### config.mk
export PLATFORM = sky130hd
export DESIGN_NAME = lc_encoder
export DESIGN_NICKNAME = d
export VERILOG_FILES = /design/src/rtl/lc_pkg.sv /design/src/rtl/lc_cell_timer.sv /design/src/rtl/lc_line_state.sv /design/src/rtl/lc_level_map.sv /design/src/rtl/lc_encoder.sv
export SDC_FILE = /design/constraint.sdc
export NUM_CORES = 1
export LEC_CHECK = 0
export ABC_AREA = 1
export BUFFER_PORTS_ARGS = -buffer_cell sky130_fd_sc_hd__buf_2
export CORE_AREA = 8 8 45 47
export DETAILED_ROUTE_END_ITERATION = 6
export DIE_AREA = 0 0 53 55
export SLEW_MARGIN = 5
export SYNTH_ARGS = -nofsm -noshare
export SYNTH_HDL_FRONTEND = slang
export SYNTH_HIERARCHICAL = 1
export SYNTH_SLANG_ARGS = --single-unit
### constraint.sdc
create_clock -name clk -period 2.07 [get_ports clk]
set_input_delay 0.3105 -clock clk [delete_from_list [all_inputs] [get_ports clk]]
set_output_delay 0.3105 -clock clk [all_outputs]
set_load 0.02 [all_outputs]
### src/rtl/lc_pkg.sv
package lc_pkg;

  localparam int LVL_W  = 2;
  localparam int MODE_W = 3;

  typedef enum logic [MODE_W-1:0] {
    LC_NRZ   = 3'd0,
    LC_NRZI  = 3'd1,
    LC_RZ    = 3'd2,
    LC_BPRZ  = 3'd3,
    LC_MANCH = 3'd4
  } lc_mode_e;

  localparam logic [LVL_W-1:0] LVL_ZERO = 2'b00;
  localparam logic [LVL_W-1:0] LVL_POS  = 2'b01;
  localparam logic [LVL_W-1:0] LVL_NEG  = 2'b11;

  typedef struct packed {
    logic              active;
    lc_mode_e          mode;
    logic [LVL_W-1:0]  first;
    logic [LVL_W-1:0]  second;
  } lc_cell_t;

  function automatic logic [LVL_W-1:0] lc_unipolar(input logic on);
    return on ? LVL_POS : LVL_ZERO;
  endfunction

  // next invert-on-one level after a cell
  function automatic logic lc_nrzi_step(input lc_mode_e m, input logic b, input logic lvl);
    return (m == LC_NRZI && b) ? ~lvl : lvl;
  endfunction

  // next bipolar polarity after a cell (1 = next pulse negative)
  function automatic logic lc_pol_step(input lc_mode_e m, input logic b, input logic neg);
    return (m == LC_BPRZ && b) ? ~neg : neg;
  endfunction

  // {first, second} half-cell levels for one accepted bit
  function automatic logic [2*LVL_W-1:0] lc_cell_levels(input lc_mode_e m, input logic b,
                                                        input logic nrzi_next, input logic neg);
    logic [LVL_W-1:0] f, s;
    f = LVL_ZERO;
    s = LVL_ZERO;
    case (m)
      LC_NRZ:   begin f = lc_unipolar(b);         s = f;        end
      LC_NRZI:  begin f = lc_unipolar(nrzi_next); s = f;        end
      LC_RZ:    begin f = lc_unipolar(b);         s = LVL_ZERO; end
      LC_BPRZ:  begin f = b ? (neg ? LVL_NEG : LVL_POS) : LVL_ZERO; s = LVL_ZERO; end
      LC_MANCH: begin f = lc_unipolar(~b);        s = lc_unipolar(b); end
      default:  begin f = LVL_ZERO;               s = LVL_ZERO; end
    endcase
    return {f, s};
  endfunction

endpackage

### src/rtl/lc_cell_timer.sv
module lc_cell_timer (
  input  logic clk,
  input  logic rst_n,
  input  logic in_valid,
  output logic half_q,
  output logic in_ready,
  output logic accept
);

  always_ff @(posedge clk) begin
    if (!rst_n) half_q <= 1'b1;
    else        half_q <= ~half_q;
  end

  assign in_ready = half_q;
  assign accept   = in_valid & half_q;


  ready_drop_chk: assert property (@(posedge clk) disable iff (!rst_n)
    in_ready |=> !in_ready);

  ready_rise_chk: assert property (@(posedge clk) disable iff (!rst_n)
    !in_ready |=> in_ready);

endmodule

### src/rtl/lc_line_state.sv
module lc_line_state
  import lc_pkg::*;
(
  input  logic     clk,
  input  logic     rst_n,
  input  logic     accept,
  input  lc_mode_e mode,
  input  logic     in_bit,
  output logic     nrzi_next,
  output logic     neg_q
);

  logic nrzi_q;

  assign nrzi_next = lc_nrzi_step(mode, in_bit, nrzi_q);

  always_ff @(posedge clk) begin
    if (!rst_n) begin
      nrzi_q <= 1'b0;
      neg_q  <= 1'b0;
    end else if (accept) begin
      nrzi_q <= nrzi_next;
      neg_q  <= lc_pol_step(mode, in_bit, neg_q);
    end
  end


  nrzi_hold_chk: assert property (@(posedge clk) disable iff (!rst_n)
    !(accept && mode == LC_NRZI && in_bit) |=> $stable(nrzi_q));

  pol_hold_chk: assert property (@(posedge clk) disable iff (!rst_n)
    !(accept && mode == LC_BPRZ && in_bit) |=> $stable(neg_q));

  pol_flip_chk: assert property (@(posedge clk) disable iff (!rst_n)
    (accept && mode == LC_BPRZ && in_bit) |=> (neg_q != $past(neg_q)));

endmodule

### src/rtl/lc_level_map.sv
module lc_level_map
  import lc_pkg::*;
(
  input  lc_mode_e          mode,
  input  logic              in_bit,
  input  logic              nrzi_next,
  input  logic              neg_q,
  output logic [LVL_W-1:0]  first_lvl,
  output logic [LVL_W-1:0]  second_lvl
);

  always_comb begin
    {first_lvl, second_lvl} = lc_cell_levels(mode, in_bit, nrzi_next, neg_q);
  end


  always_comb begin
    lvl_legal_chk: assert (first_lvl != 2'b10 && second_lvl != 2'b10);
  end

endmodule

### src/rtl/lc_encoder.sv
module lc_encoder
  import lc_pkg::*;
(
  input  logic              clk,
  input  logic              rst_n,
  input  logic              in_valid,
  input  logic              in_bit,
  output logic              in_ready,
  input  logic [MODE_W-1:0] mode,
  output logic [LVL_W-1:0]  line_out
);

  lc_mode_e         mode_e;
  logic             half_q;
  logic             accept;
  logic             nrzi_next;
  logic             neg_q;
  logic [LVL_W-1:0] first_lvl, second_lvl;
  lc_cell_t         cell_q;

  assign mode_e = lc_mode_e'(mode);

  lc_cell_timer u_timer (
    .clk      (clk),
    .rst_n    (rst_n),
    .in_valid (in_valid),
    .half_q   (half_q),
    .in_ready (in_ready),
    .accept   (accept)
  );

  lc_line_state u_state (
    .clk       (clk),
    .rst_n     (rst_n),
    .accept    (accept),
    .mode      (mode_e),
    .in_bit    (in_bit),
    .nrzi_next (nrzi_next),
    .neg_q     (neg_q)
  );

  lc_level_map u_map (
    .mode       (mode_e),
    .in_bit     (in_bit),
    .nrzi_next  (nrzi_next),
    .neg_q      (neg_q),
    .first_lvl  (first_lvl),
    .second_lvl (second_lvl)
  );

  always_ff @(posedge clk) begin
    if (!rst_n) begin
      cell_q <= '{active: 1'b0, mode: LC_NRZ, first: LVL_ZERO, second: LVL_ZERO};
    end else if (half_q) begin
      cell_q.active <= accept;
      if (accept) begin
        cell_q.mode   <= mode_e;
        cell_q.first  <= first_lvl;
        cell_q.second <= second_lvl;
      end else begin
        cell_q.first  <= LVL_ZERO;
        cell_q.second <= LVL_ZERO;
      end
    end
  end

  assign line_out = half_q ? cell_q.second : cell_q.first;


  code_legal_chk: assert property (@(posedge clk) disable iff (!rst_n)
    line_out != 2'b10);

  idle_zero_chk: assert property (@(posedge clk) disable iff (!rst_n)
    !cell_q.active |-> line_out == LVL_ZERO);

  rz_return_chk: assert property (@(posedge clk) disable iff (!rst_n)
    (cell_q.active && half_q && (cell_q.mode == LC_RZ || cell_q.mode == LC_BPRZ))
      |-> line_out == LVL_ZERO);

  manch_mid_chk: assert property (@(posedge clk) disable iff (!rst_n)
    (cell_q.active && cell_q.mode == LC_MANCH && !half_q) |=> line_out != $past(line_out));

  nrz_flat_chk: assert property (@(posedge clk) disable iff (!rst_n)
    (cell_q.active && cell_q.mode == LC_NRZ && !half_q) |=> line_out == $past(line_out));

  mode_hold_chk: assert property (@(posedge clk) disable iff (!rst_n)
    !half_q |=> $stable(cell_q));

endmodule

==> flow_summary.yaml <==
place:
  gp_congestion: 0.7152
  dpl-instance-area_um2: 449.2
  placedCellCount: 88
  numPortBuffers: 9
  dpl.hpwl_um: 695
worst_setup_path:
  criticalPathCategory: "flop to output pin"
  start_kind: "flop"
  cp_common_cell: "nand2_1"
  cp_max_fo: 10
  cpPeakStageDelay_ps: 490
  startpoint: "u_timer/half_q"
  cp_data_arrival_time_ps: 1120
  path_cells: "inv_2 > nand2_1 > nand2_1 > buf_2"
  end_kind: "output pin"
  worstPathRequired_ps: 1760
  r2r_start: "u_timer/half_q"
  critical_path.slowest_cell: "dfxtp_1"
floorplanning:
  dieArea_mm2: 0.002915
  ioPinCount: 10
  fp-row-count: 14
  die_w_um: 53
  start_util_pct: 28.84
  die_h_um: 55
  core_area_mm2: 0.001384
detailed_routing:
  antenna_left: 0
  viasPerCell: 4.500
  drt-initial-drc-count: 10
  dr.pass1.iters: 3
  drt-total-wl_um: 840
  wl_per_cell_um: 9.130
  dr_total_vias: 414
  drc: 0
flow_run:
  drv_cap: 0
logic_synthesis:
  synth.distinct_cells: 12
  syn-num-nets: 72
  synth_warnings: 6
  synth_seq_area_share_pct: 35.11
  synth_area_per_cell_um2: 6.141
  synth_cells: 65
  yosys_register_bits: 7
  synth_area_um2: 399.1
cts:
  cts-hold-fix-buffers: 0
  numCtsBuffers: 3
  htreeDepth: 1
  ctsResizeCount: 0
  insertion_delay_ps: 250
  cts_sinks: 7
  cts_tree: "done"
  cts.reportedPaths.clkPinSlew_ps: 50
  cts_buffer_depth: 2
  cts_setup_buffers: 0
  cts.root.buffer_cell: "clkbuf_4"
pwr:
  combinationalPowerShare_pct: 14.3
  powerDensity_mw_per_mm2: 661.1
  leakagePower_nw: 0.2539
  seqPwrFrac_pct: 46.2
  p_sw_share_pct: 26.95
  p_int_mw: 0.2296
  switching_power_mw: 0.08472
  clockPowerShare_pct: 39.6
  ir_drop_v: 0.0003218
layout:
  fin_area_um2: 475.5
  stdcell_count: 92
  drive_above_1_share_pct: 22.37
  mostFrequentLayoutCells: "nand2_1, nand3_1, buf_2"
  nets: 84
  fillers: 157
  final_common_cell: "nand2_1"
  synthToLayoutAreaGrowth_pct: 19.12
  n_antenna_cell: 0
grt:
  grt_pass1_vias: 389
  antenna_found_initial: 0
  grt-ovfl-total: 0
  grt_first_pass_wirelength_um: 1524
  grt_usage_pct: 7.276
  grt_start_max_net_pins: 11
sta:
  max_freq_mhz: 696.7
  period_share_pct: 69.34
  whs_ps: 269.8
  rsz0062_at_grt: "no"
  finalMaxSlewViolations: 0
  finalSetupViolCount: 0
  final.setup.tns_ps: 0
  finalHoldViolCount: 0
  timing.clock.skew_ps: 4.973
  period_needed_ps: 1435
min_path:
  min_from: "rst_n"
  hp-class: "input pin to flop"
run_status:
  status: "finished clean"
## layer usage
| metal | vias up | wire length (um) | global-route usage [%] |
|---|---|---|---|
| li1 | 223 | - | - |
| met1 | 179 | 417 | 8.232 |
| met2 | 10 | 346 | 9.961 |
| met3 | 2 | 69 | 5.080 |
| met4 | 0 | 6 | 3.879 |
| met5 | - | 0 | 0 |
## power groups by stage
| stage | registers, mW | clock network (mW) | logic, mW |
|---|---|---|---|
| floorplan | 0.147 | 0 | 0.0310 |
| global placement | 0.148 | 0 | 0.0451 |
| detailed placement | 0.148 | 0 | 0.0453 |
| CTS | 0.145 | 0.128 | 0.0454 |
| global route | 0.146 | 0.140 | 0.0517 |
| finish | 0.145 | 0.124 | 0.0448 |
## registers in the layout, summed over array words and instances (netlist names)
| signal | flops |
|---|---|
| cell_q | 4 |
| u_state/neg_q | 1 |
| u_state/nrzi_q | 1 |
| u_timer/half_q | 1 |
## final timing paths
check                                       to  slack [ps]  depth (start not counted)
worst max-delay path               line_out[1]         630                          4
worst min-delay path            u_timer/half_q         270                          2
worst max register to register   u_state/neg_q         840                          7
worst min register to register       cell_q[2]         470                          2
## layout make-up
type                            instances  area, um^2  share of cell area (%)
Multi-Input combinational cell         47       210.2                   44.21
Sequential cell                         7       140.1                   29.47
Tap cell                               16       20.02                   4.211
Clock buffer                            4       26.28                   5.526
Inverter                                9       33.78                   7.105
Timing Repair Buffer                    9       45.04                   9.474
## synth_stat cells
master	n	area share, %
a21oi_1	5	6.3
buf_4	2	3.8
conb_1	1	0.94
dfxtp_1	7	35
inv_1	7	6.6
inv_2	2	1.9
nand2_1	23	22
nand3_1	10	13
nor2_1	4	3.8
nor2_2	2	3.1
nor3_2	1	2.5
o21a_1	1	1.9
## cells by family (layout without fill, tap and decap cells)
group | Yosys count | count (layout) | synth area share [%]
AO/OA/AOI/OAI | 6 | 6 | 8.150
other | 1 | 1 | 0.9395
AND/OR/NAND/NOR | 40 | 40 | 43.57
buffers and inverters | 11 | 22 | 12.23
flip-flops | 7 | 7 | 35.11
## worst max-delay path, delay by kind of cell (launching register included)
family / cells / cell delay [ps]
AND/OR/NAND/NOR: 2 / 140
buffers and inverters: 2 / 250
flip-flops: 1 / 490
## metrics by stage
step	utilization, %	total power [mW]	setup slack (ps)
final	34.36	0.3143	634.6
after global routing	34.36	0.3376	531.7
after CTS	34.36	0.3190	618.5
after detailed placement	32.46	0.1932	764.1
after global placement	32.46	0.1928	770.0
after floorplan	-	0.1778	989.2
No activity file was read; power rests on OpenSTA's default activity.
